File: src/rtl/bt656_pkg.sv
package bt656_pkg;

    typedef enum logic [2:0] {
        ST_IDLE,
        ST_EAV,
        ST_HBLANK,
        ST_SAV,
        ST_ACTIVE,
        ST_RAW
    } fmt_state_e;

    typedef enum logic [1:0] {
        KIND_YUV,
        KIND_SLICED,
        KIND_RAW
    } dkind_e;

    localparam logic [7:0] BYTE_ONES  = 8'hFF;
    localparam logic [7:0] BYTE_ZERO  = 8'h00;
    localparam logic [7:0] BLANK_EVEN = 8'h80;
    localparam logic [7:0] BLANK_ODD  = 8'h10;

    function automatic dkind_e classify(input logic [3:0] dt);
        dkind_e k;
        if (dt == 4'd6 || dt == 4'd15) begin
            k = KIND_YUV;
        end else if (dt == 4'd7) begin
            k = KIND_RAW;
        end else begin
            k = KIND_SLICED;
        end
        return k;
    endfunction

endpackage

File: src/rtl/bt656_pos_counter.sv
module bt656_pos_counter #(
    parameter int LINE_LEN = 1716,
    parameter int POS_W    = 11
) (
    input  logic             clk_i,
    input  logic             rst_ni,
    output logic [POS_W-1:0] pos_o,
    output logic             wrap_o
);
    localparam logic [POS_W-1:0] LAST = POS_W'(LINE_LEN - 1);

    logic [POS_W-1:0] pos_q;

    // Reset parks on the last position so the first edge opens a line.
    always_ff @(posedge clk_i) begin
        if (!rst_ni) begin
            pos_q <= LAST;
        end else if (pos_q == LAST) begin
            pos_q <= '0;
        end else begin
            pos_q <= pos_q + 1'b1;
        end
    end

    assign pos_o  = pos_q;
    assign wrap_o = (pos_q == LAST);
endmodule

File: src/rtl/bt656_ref_code.sv
module bt656_ref_code (
    input  logic       f_i,
    input  logic       v_i,
    input  logic       h_i,
    output logic [7:0] code_o
);
    always_comb begin
        code_o = {1'b1, f_i, v_i, h_i,
                  v_i ^ h_i,
                  f_i ^ h_i,
                  f_i ^ v_i,
                  f_i ^ v_i ^ h_i};
    end
endmodule

File: src/rtl/bt656_raw_window.sv
module bt656_raw_window #(
    parameter int POS_W     = 11,
    parameter int RAW_SCALE = 8
) (
    input  logic [POS_W-1:0] pos_i,
    input  logic [7:0]       start_i,
    input  logic [7:0]       stop_i,
    output logic             inside_o
);
    localparam int SCALE_W = $clog2(RAW_SCALE + 1);
    localparam int RW      = 8 + SCALE_W;
    localparam int WIN_W   = (POS_W > RW) ? POS_W : RW;

    logic [WIN_W-1:0] lo;
    logic [WIN_W-1:0] hi;
    logic [WIN_W-1:0] p;

    always_comb begin
        lo       = WIN_W'(start_i) * WIN_W'(RAW_SCALE);
        hi       = WIN_W'(stop_i)  * WIN_W'(RAW_SCALE);
        p        = WIN_W'(pos_i);
        inside_o = (p >= lo) && (p < hi);
    end
endmodule

File: src/rtl/bt656_framer.sv
module bt656_framer
    import bt656_pkg::*;
#(
    parameter int LINE_LEN   = 1716,
    parameter int ACTIVE_LEN = 1440,
    parameter int RAW_SCALE  = 8
) (
    input  logic       clk_i,
    input  logic       rst_ni,
    input  logic [3:0] dtype_i,
    input  logic       field_i,
    input  logic       vblank_i,
    input  logic [7:0] raw_start_i,
    input  logic [7:0] raw_stop_i,
    input  logic [7:0] data_i,
    input  logic       data_vld_i,
    output logic [7:0] vid_o
);
    localparam int POS_W     = $clog2(LINE_LEN);
    localparam int SAV_FIRST = LINE_LEN - ACTIVE_LEN - 4;
    localparam int ACT_FIRST = LINE_LEN - ACTIVE_LEN;

    localparam logic [POS_W-1:0] P_ZERO     = '0;
    localparam logic [POS_W-1:0] P_EAV_LAST = POS_W'(3);
    localparam logic [POS_W-1:0] P_HB_LAST  = POS_W'(SAV_FIRST - 1);
    localparam logic [POS_W-1:0] P_SAV_HEAD = POS_W'(SAV_FIRST);
    localparam logic [POS_W-1:0] P_SAV_LAST = POS_W'(ACT_FIRST - 1);

    fmt_state_e       state_q;
    fmt_state_e       state_d;
    logic [POS_W-1:0] pos_q;
    logic             line_go;

    dkind_e           kind_line;
    logic             f_line;
    logic             v_line;
    logic [7:0]       raw_start_line;
    logic [7:0]       raw_stop_line;

    logic [7:0]       ref_codes [2];
    logic             raw_in;
    logic [7:0]       byte_d;
    logic [7:0]       vid_q;

    bt656_pos_counter #(
        .LINE_LEN (LINE_LEN),
        .POS_W    (POS_W)
    ) u_pos (
        .clk_i  (clk_i),
        .rst_ni (rst_ni),
        .pos_o  (pos_q),
        .wrap_o (line_go)
    );

    // Per-line configuration, captured on the clock that starts a line.
    always_ff @(posedge clk_i) begin
        if (!rst_ni) begin
            kind_line      <= KIND_YUV;
            f_line         <= 1'b0;
            v_line         <= 1'b0;
            raw_start_line <= '0;
            raw_stop_line  <= '0;
        end else if (line_go) begin
            kind_line      <= classify(dtype_i);
            f_line         <= field_i;
            v_line         <= vblank_i;
            raw_start_line <= raw_start_i;
            raw_stop_line  <= raw_stop_i;
        end
    end

    // Index 0 builds the end code (H = 1), index 1 the start code (H = 0).
    for (genvar g = 0; g < 2; g++) begin : g_code
        bt656_ref_code u_code (
            .f_i    (f_line),
            .v_i    (v_line),
            .h_i    ((g == 0) ? 1'b1 : 1'b0),
            .code_o (ref_codes[g])
        );
    end

    bt656_raw_window #(
        .POS_W     (POS_W),
        .RAW_SCALE (RAW_SCALE)
    ) u_window (
        .pos_i    (pos_q),
        .start_i  (raw_start_line),
        .stop_i   (raw_stop_line),
        .inside_o (raw_in)
    );

    // State register.
    always_ff @(posedge clk_i) begin
        if (!rst_ni) begin
            state_q <= ST_IDLE;
        end else begin
            state_q <= state_d;
        end
    end

    // Next-state logic.
    always_comb begin
        state_d = state_q;
        if (line_go) begin
            state_d = (classify(dtype_i) == KIND_RAW) ? ST_RAW : ST_EAV;
        end else begin
            unique case (state_q)
                ST_IDLE:   state_d = ST_IDLE;
                ST_EAV:    if (pos_q == P_EAV_LAST) state_d = ST_HBLANK;
                ST_HBLANK: if (pos_q == P_HB_LAST)  state_d = ST_SAV;
                ST_SAV:    if (pos_q == P_SAV_LAST) state_d = ST_ACTIVE;
                ST_ACTIVE: state_d = ST_ACTIVE;
                ST_RAW:    state_d = ST_RAW;
                default:   state_d = ST_IDLE;
            endcase
        end
    end

    // Output byte selection.
    always_comb begin
        byte_d = BYTE_ZERO;
        unique case (state_q)
            ST_IDLE: byte_d = BYTE_ZERO;
            ST_EAV: begin
                if (pos_q == P_ZERO) begin
                    byte_d = BYTE_ONES;
                end else if (pos_q == P_EAV_LAST) begin
                    byte_d = ref_codes[0];
                end else begin
                    byte_d = BYTE_ZERO;
                end
            end
            ST_HBLANK: byte_d = pos_q[0] ? BLANK_ODD : BLANK_EVEN;
            ST_SAV: begin
                if (pos_q == P_SAV_HEAD) begin
                    byte_d = BYTE_ONES;
                end else if (pos_q == P_SAV_LAST) begin
                    byte_d = ref_codes[1];
                end else begin
                    byte_d = BYTE_ZERO;
                end
            end
            ST_ACTIVE: begin
                if (kind_line == KIND_SLICED && !data_vld_i) begin
                    byte_d = BYTE_ZERO;
                end else begin
                    byte_d = data_i;
                end
            end
            ST_RAW:  byte_d = raw_in ? data_i : BYTE_ZERO;
            default: byte_d = BYTE_ZERO;
        endcase
    end

    always_ff @(posedge clk_i) begin
        if (!rst_ni) begin
            vid_q <= BYTE_ZERO;
        end else begin
            vid_q <= byte_d;
        end
    end

    assign vid_o = vid_q;
endmodule

File: config.mk
export PLATFORM = sky130hd
export DESIGN_NAME = bt656_framer
export DESIGN_NICKNAME = d
export VERILOG_FILES = /design/src/rtl/bt656_pkg.sv /design/src/rtl/bt656_pos_counter.sv /design/src/rtl/bt656_ref_code.sv /design/src/rtl/bt656_raw_window.sv /design/src/rtl/bt656_framer.sv
export SDC_FILE = /design/constraint.sdc
export NUM_CORES = 1
export LEC_CHECK = 0
export BUFFER_PORTS_ARGS = -buffer_cell sky130_fd_sc_hd__buf_2
export CAP_MARGIN = 20
export CORE_MARGIN = 2
export CORE_UTILIZATION = 46
export CTS_CLUSTER_DIAMETER = 40
export DETAILED_ROUTE_END_ITERATION = 8
export PLACE_DENSITY = 0.67
export SLEW_MARGIN = 20
export SYNTH_ARGS = -nofsm -noshare
export SYNTH_HDL_FRONTEND = slang
export SYNTH_SLANG_ARGS = --single-unit
File: constraint.sdc
create_clock -name clk_i -period 3.65 [get_ports clk_i]
set_clock_uncertainty 0.15 [all_clocks]
set_input_delay 0 -clock clk_i [delete_from_list [all_inputs] [get_ports clk_i]]
set_output_delay 0 -clock clk_i [all_outputs]
set_load 0.03 [all_outputs]
==> impl_results.md, run 1 <==
- Outcome: finished clean
- Final setup violation count: 0
- Synthesis-stage register bit count: 42
- Synth Flop Type: dfxtp_1
- Period minus WS final: between 2000 and 3000 ps
- Final ANT Viol Nets: 0
- Post-DP Area: ~2700 um^2
- Worst R2R End: kind_line[0]
- Clk sinks: between 40 and 50
- Total Neg Setup Slack: 0 ps
- P_leak: around 0.0012 uW
- Count leader, synth: nand2_1
- Period utilization: between 80% and 90%
- Worst setup EP type: flip-flop
- Drt first pass iters: 4
- CP peak stage delay: approximately 800 ps
- Total wire length: between 5000 and 6000 um
- Pwr per Cell Area: between 500 and 600 nW/um^2
- Slew HR: between 30% and 40%
- Max Root-Sink Buffers: 2
- Fin area: roughly 3100 um^2
- Hold Crit Depth: 4
- CTS tree: built
- First-pass GRT wire length: 9880 um
- Final hold slack: 93.5 ps
- Total track usage: roughly 20%
- Number of DRC markers in iteration 0: 266
- Final hold viol count: 0
- Port buffer count: 40
- FF-to-FF Start: u_pos.pos_o[0]
- Worst-Skew Late Latency: 300 ps
- CP Class: flip-flop to flip-flop
- Min-Delay Path Class: input pin to flip-flop
- Clk pin slew, worst setup/hold paths: ~80 ps
- Layout Nets: 411
- R2r setup slk: ~700 ps
- Reg2Reg Depth: 7
- Largest net degree at the start of global routing: 33
- RSZ-0062 raised after global routing: no
- Synthesized instance count: between 200 and 300
- Top cell type by total area after synthesis: dfxtp_1
- Top cells by count, synth: 47 x nand2_1, 42 x dfxtp_1, 23 x inv_1, 17 x ha_1
- Clk root buf: clkbuf_8
- Syn Nets: approximately 350
- Worst EP required: 3700 ps
- Synth Cell Area: approximately 2500 um^2
- Syn avg cell area: around 8.5 um^2
- Post-CTS setup buffer count: 0
- Max Slew Vio Count: 0
- Netlist cell types: 55
- CP startpoint kind: flip-flop
- Antenna violations before repair: 0
- Ant diodes: 0
- Max-cap violations: 0
- Die area: approximately 6100 um^2
- Layout area overhead: 24.1%
- Peak Freq: between 0.3 and 0.4 GHz
- Total CTS buffers: 5
- Routed WL per cell: around 13 um
- Synth Warn #: 0
- Vias in the first global route: between 2,000 and 2,500
- H-tree Lvls: 2
- Hold Path End: vid_o[7]
- Post-synthesis sequential area ratio: about a third
- Via count: around 2,300
- Die X: around 78 um
- EDFF count, synth: 0
- Crit-path slowest cell: and3_1
- Via/cell ratio: 5.32
- Post-cts resize count: 0
- # DRC: 0
- Critical Path Fanout Max: 28
- Rows: 26
- Post-CTS Hold Buffers: 31
- Initial Util: about half
- Area of the core: between 5000 and 6000 um^2
- Worst path arrival time: approximately 3000 ps
- VDD IR max: roughly 0.36 mV
- DP Wirelength: between 3000 and 4000 um
- Top cell type's share of synthesized area: between 30 and 40%
- Worst slew pin tran: 932 ps
- Synth top area cells: dfxtp_1 33%, ha_1 8.5%, nand2_1 7.0%
- Share of layout cells above drive strength 1: between 10% and 20%
- Worst-path cell chain: ha_1 -> nand2_1 -> nor2_1 -> and3_1 -> o2111ai_1 -> dlygate4sd3_1 -> o211a_1
- Share of flip-flops with an asynchronous set or reset: 0%
- I/O pins: 41
- Grt ovf: 0
- Hold path start: data_vld_i
- GP Congestion: 0.852
- Die height: 77.9 um
## routing by layer
metal  global-route usage [%]  routed length (um)  vias up
met5                        0                   0        -
met4                     8.60                 125        0
met3                     4.30                 273       11
met2                     32.6                2680       61
met1                     26.8                2720     1043
li1                         -                   -     1182
## state kept, by name, indices dropped and copies added, names as in the netlist
signal / count
state_q: 3
kind_line: 2
v_line: 1
raw_start_line: 8
raw_stop_line: 8
u_pos.pos_o: 11
vid_o: 8
f_line: 1
## how the worst max path moves through the flow
stage / startpoint / slack (ps) / end
6_report: u_pos.pos_o[0] / 700 / kind_line[0]
5_1_grt: u_pos.pos_o[0] / 430 / kind_line[0]
4_1_cts: u_pos.pos_o[0] / 650 / kind_line[0]
3_5_place_dp: u_pos.pos_o[0] / 1210 / kind_line[0]
3_3_place_gp: u_pos.pos_o[4] / 1350 / kind_line[0]
2_1_floorplan: u_pos.pos_o[3] / 1660 / vid_o[0]
## worst max-delay path: cells and delay by family (launching register included)
family          cells  cell delay, ps
compound gates      2             310
simple gates        3            1010
fa+ha+maj           1             330
buf+inv             1             610
flops               1             430
## layout by cell type, fill, tap and decap left out, types with 2 or more instances in the layout
cell type and count:
nand2b_1 5, inv_1 23, a31o_2 2, xor2_1 7, nand2_1 47, clkbuf_8 6
o211ai_1 2, nor3_1 2, a211oi_1 6, a31oi_1 6, a21boi_1 5, a2111oi_2 3
and3_1 8, and4_1 2, o21a_1 2, o31ai_1 3, xnor2_1 3, buf_2 40
ha_1 17, dfxtp_1 42, dlygate4sd3_1 31, nand3_1 12, a21oi_1 6, a21boi_0 16
o21ai_0 7, o21ai_1 3, o22ai_1 3, nand3b_1 2, nand4_1 8, nor2_1 16
o2111ai_1 2
## power by group
group	leakage, uW	internal [uW]	switching (uW)
combinational	0.000831	313	412
clock	0.0000472	152	167
sequential	0.000342	578	162
## layout make-up
class                           instances  area (um^2)
Fill cell                             479         2090
Multi-Input combinational cell        217         1490
Sequential cell                        42          841
Timing Repair Buffer                   72          518
Tap cell                               70         87.6
Inverter                               23         86.3
Clock buffer                            6         82.6
Clock inverter                          2         12.5
## cell families after synthesis
kind of cell	synth area share [%]
compound gates	22.0
xor+xnor	3.48
fa+ha+maj	8.46
buf+inv	7.22
flops	33.4
simple gates	25.4
## through the flow
step / cells / setup slack, ps / utilization [%] / total power [uW]
2_1_floorplan: 297 / 1660 / - / 1300
3_3_place_gp: 393 / 1350 / 52.1 / 1430
3_5_place_dp: 393 / 1210 / 52.1 / 1450
4_1_cts: 432 / 654 / 59.9 / 1800
5_1_grt: 432 / 426 / 59.9 / 1950
6_report: 432 / 700 / 59.9 / 1780
No activity file was read; power rests on OpenSTA's default activity.
==> run 2, diff against run 1 <==
--- a/config.mk
+++ b/config.mk
@@ -11,7 +11,7 @@
 export CORE_UTILIZATION = 46
 export CTS_CLUSTER_DIAMETER = 40
 export DETAILED_ROUTE_END_ITERATION = 8
-export PLACE_DENSITY = 0.67
+export PLACE_DENSITY = 0.7
 export SLEW_MARGIN = 20
 export SYNTH_ARGS = -nofsm -noshare
 export SYNTH_HDL_FRONTEND = slang
==> constraint.sdc (replaced) <==
create_clock -name clk_i -period 2.7 [get_ports clk_i]
set_clock_uncertainty 0.15 [all_clocks]
set_input_delay 0 -clock clk_i [delete_from_list [all_inputs] [get_ports clk_i]]
set_output_delay 0 -clock clk_i [all_outputs]
set_load 0.03 [all_outputs]
==> impl_results.md, run 2 (same netlist as run 1, synthesis figures left out) <==
- Area of the core: roughly 5200 um^2
- Total wire length: between 6000 and 7000 um
- GP Congestion: 0.912
- Port buffer count: 40
- Min-Delay Path Class: input pin to flip-flop
- Crit path from: u_pos.pos_o[0]
- Share of layout cells above drive strength 1: 18.4%
- Max-cap violations: 0
- Drt first pass iters: 6
- FF-to-FF Start: u_pos.pos_o[0]
- CP Class: flip-flop to flip-flop
- Initial Util: just under 50%
- Final hold slack: slightly below 100 ps
- R2r setup slk: around 160 ps
- Largest net degree at the start of global routing: 33
- Period utilization: between 90% and 100%
- P_leak: 0.00124 uW
- Crit-path slowest cell: dlygate4sd3_1
- Worst-Skew Late Latency: 300 ps
- Critical Path Fanout Max: 24
- Slew HR: between 50% and 60%
- Final ANT Viol Nets: 0
- Via/cell ratio: approximately 5.3
- Worst EP required: about 2800 ps
- Layout area overhead: 25.6%
- First-pass GRT wire length: 10,600 um
- Number of DRC markers in iteration 0: 150
- Hold Path End: vid_o[4]
- Clk root buf: clkbuf_8
- Outcome: finished clean
- Total CTS buffers: 5
- Clk sinks: between 40 and 50
- VDD IR max: about 0.4 mV
- Die height: a little under 80 um
- Total Neg Setup Slack: 0 ps
- Peak Freq: slightly below 0.4 GHz
- H-tree Lvls: 2
- Hold path start: data_vld_i
- Max Root-Sink Buffers: 2
- Period minus WS final: 2540 ps
- Post-CTS setup buffer count: 0
- Largest register FFs: 11
- CP peak stage delay: a little under 600 ps
- Worst R2R End: kind_line[0]
- CTS tree: built
- DP Wirelength: 4430 um
- Most common cell after layout, fill and taps aside: nand2_1
- Grt ovf: 0
- CP startpoint kind: flip-flop
- Antenna violations before repair: 0
- Most frequent cells in the layout: 47 x nand2_1, 42 x dfxtp_1, 40 x buf_2
- Vias in the first global route: roughly 2,300
- Dpl cells: roughly 400
- Max Slew Vio Count: 0
- Die X: 77.9 um
- I/O pins: between 40 and 50
- Hold Crit Depth: 4
- Clk pin slew, worst setup/hold paths: 80 ps
- Worst path arrival time: between 2000 and 3000 ps
- Worst-path cell chain: ha_2 -> nand2_1 -> nor2_1 -> and3_2 -> buf_12 -> o2111ai_1 -> dlygate4sd3_1 -> o211a_1
- Rows: 26
- Layout Nets: roughly 410
- Fin cells: between 400 and 500
- Worst slew pin tran: ~650 ps
- Fillers: roughly 500
- Total track usage: between 20% and 30%
- Overall power: 2510 uW
- Worst setup EP type: flip-flop
- Final setup violation count: 0
- # DRC: 0
- Final core occ: 60.7%
- Pwr per Cell Area: between 700 and 800 nW/um^2
- Routed WL per cell: 14.1 um
- Ant diodes: 0
- Reg2Reg Depth: 8
- Final hold viol count: 0
- Via count: between 2,000 and 2,500
- Die area: about 6100 um^2
-- run 2: changes by cell type in the layout (fill, tap and decap cells not counted), sizes merged --
cell  before  now
buf       41   44
-- run 2: worst max-delay path by stage --
stage | slack, ps | depth (start not counted) | end
after floorplan | 710 | 7 | vid_o[0]
after global routing | -3 | 8 | kind_line[0]
after global placement | 500 | 6 | vid_o[0]
after CTS | 60 | 8 | kind_line[0]
after detailed placement | 450 | 6 | vid_o[0]
final | 160 | 8 | kind_line[0]
-- run 2: through the flow --
step                      setup WS (ps)  area, um^2
after floorplan                     713        2510
after global placement              503        2750
after detailed placement            450        2750
after CTS                          58.7        3150
after global routing              -2.69        3160
final                               158        3160
-- run 2: per-layer routing --
metal,track usage [%],routed length (um)
met1,28.7,2800
met2,35.8,2950
met3,3.84,295
met4,8.25,103
met5,0,0
-- run 2: area by class of cell --
class | instances | area [um^2] | area share [%]
Clock buffer | 6 | 82.6 | 2.61
Clock inverter | 2 | 12.5 | 0.396
Inverter | 23 | 86.3 | 2.73
Multi-Input combinational cell | 217 | 1500 | 47.3
Sequential cell | 42 | 841 | 26.6
Tap cell | 70 | 87.6 | 2.77
Timing Repair Buffer | 75 | 553 | 17.5
-- run 2: worst max-delay path, delay by kind of cell (launching register included) --
family                     cells  cell delay (ps)
AOI/OAI and AO/OA              2              250
adders and majority gates      1              310
DFF                            1              450
and+or+nand+nor                3              510
buffers and inverters          2              750
-- run 2: power by group --
group          internal (uW)  switching [uW]  total [uW]
Clock                    206             224         430
Sequential               781             213         995
Combinational            474             611        1080
-- run 2: timing repair --
item / 4_1_cts / 5_1_grt
hold buffers: 31 / 0
endpoints found under the hold margin: 35 / 0
gates resized for setup: 0 / 2
setup endpoints to repair: 0 / 2
==> run 3, diff against run 2 <==
--- a/config.mk
+++ b/config.mk
@@ -11,7 +11,7 @@
 export CORE_UTILIZATION = 46
 export CTS_CLUSTER_DIAMETER = 40
 export DETAILED_ROUTE_END_ITERATION = 8
-export PLACE_DENSITY = 0.7
+export PLACE_DENSITY = 0.67
 export SLEW_MARGIN = 20
 export SYNTH_ARGS = -nofsm -noshare
 export SYNTH_HDL_FRONTEND = slang
==> constraint.sdc (replaced) <==
create_clock -name clk_i -period 2.85 [get_ports clk_i]
set_clock_uncertainty 0.15 [all_clocks]
set_input_delay 0 -clock clk_i [delete_from_list [all_inputs] [get_ports clk_i]]
set_output_delay 0 -clock clk_i [all_outputs]
set_load 0.03 [all_outputs]
==> impl_results.md, run 3 (same netlist as run 1, synthesis figures left out) <==
- I/O pins: between 40 and 50
- Final worst slack: around 380 ps
- Die area: around 6100 um^2
- Vias in the first global route: ~2,300
- Hold path start: data_vld_i
- Period minus WS final: 2470 ps
- Worst slack, placed: between 500 and 600 ps
- Routed WL per cell: ~14 um
- Peak Freq: 0.405 GHz
- CTS tree: built
- Critical Path Fanout Max: 16
- Die height: between 70 and 80 um
- Largest net degree at the start of global routing: 33
- Number of DRC markers in iteration 0: about 210
- Fillers: 503
- Worst slew pin tran: ~500 ps
- Period utilization: 86.7%
- Final setup violation count: 0
- Worst setup EP type: flip-flop
- Initial Util: 48.3%
- Worst EP required: a little under 3000 ps
- P_leak: ~0.0012 uW
- Crit path from: u_pos.pos_o[0]
- CP startpoint kind: flip-flop
- Worst-Skew Late Latency: roughly 300 ps
- Total track usage: 22.4%
- Via count: 2,335
- Layout area overhead: 25.3%
- Clk pin slew, worst setup/hold paths: roughly 80 ps
- # DRC: 0
- Min-Delay Path Class: input pin to flip-flop
- Via/cell ratio: 5.38
- Worst path arrival time: 2520 ps
- Area of the core: ~5200 um^2
- Overall power: between 2000 and 2500 uW
- Ant diodes: 0
- Total wire length: roughly 6200 um
- Die X: slightly below 80 um
- Outcome: finished clean
- Max Root-Sink Buffers: 2
- Most frequent cells in the layout: 47 x nand2_1, 42 x dfxtp_1, 40 x buf_2
- H-tree Lvls: 2
- RSZ-0062 raised after global routing: no
- Final hold viol count: 0
- Clk root buf: clkbuf_8
- GP Congestion: about 0.83
- Pwr per Cell Area: 766 nW/um^2
- First-pass GRT wire length: roughly 11,000 um
- CP Class: flip-flop to flip-flop
- Most common cell after layout, fill and taps aside: nand2_1
- Port buffer count: 40
- FF-to-FF Start: u_pos.pos_o[0]
- Largest register FFs: 11
- VDD IR max: approximately 0.41 mV
- Slew HR: between 60 and 70%
- Total CTS buffers: 5
- Drt first pass iters: 5
- DP Wirelength: about 4400 um
- Total Neg Setup Slack: 0 ps
- Grt ovf: 0
- Clk sinks: 42
- Share of layout cells above drive strength 1: 17.6%
- Final ANT Viol Nets: 0
- Post-CTS setup buffer count: 0
- Max Slew Vio Count: 0
- Rows: 26
- Layout Nets: roughly 410
- Antenna violations before repair: 0
- Max-cap violations: 0
-- run 3: cell type report --
type / instances / area [um^2] / area share, %
multi-input cells: 217 / 1490 / 47.4
flip-flops and latches: 42 / 841 / 26.7
clock buffers: 6 / 72.6 / 2.30
inverters: 23 / 86.3 / 2.74
repair buffers: 74 / 533 / 16.9
clock inverters: 2 / 37.5 / 1.19
well taps: 70 / 87.6 / 2.78
-- run 3: path summary, 6_finish.rpt --
path,endpoint,slack (ps),cells past startpoint
min reg2reg,raw_start_line[3],310,2
max,kind_line[0],380,7
min,vid_o[7],90,4
max reg2reg,kind_line[0],380,7
-- run 3: per-layer routing --
metal / GRT usage [%] / vias to the layer above / part of all wire, % / routed length (um)
met1: 30.6 / 1065 / 45 / 2830
met2: 36.8 / 80 / 48 / 2970
li1: - / 1184 / - / -
met3: 3.72 / 6 / 5.6 / 350
met5: 0 / - / 0 / 0
met4: 5.61 / 0 / 1.1 / 67
-- run 3: critical path, stage by stage, from the launching register on --
cell,delay [ps]
dfxtp_1,420
ha_1,340
nand2_1,90
nor2_1,130
and3_2,390
o2111ai_1,160
dlygate4sd3_1,580
o211a_1,120
-- run 3: what timing repair did --
action,CTS,global route
setup endpoints to repair,0,2
gates resized for setup,0,1
hold buffers,31,0
endpoints found under the hold margin,33,0
-- run 3: through the flow --
step	hold slack, ps	instances	instance area [um^2]	utilization, %
after CTS	83.0	434	3150	60.5
final	87.4	434	3150	60.5
after detailed placement	96.6	395	2730	52.4
after global placement	89.8	395	2730	52.4
after global routing	137	434	3150	60.5
after floorplan	-15.2	297	2510	-
-- run 3: report_power, final --
part,internal [uW],leakage [uW],switching [uW]
Combinational,424,0.000841,554
Sequential,740,0.000342,216
Clock,262,0.0000514,218
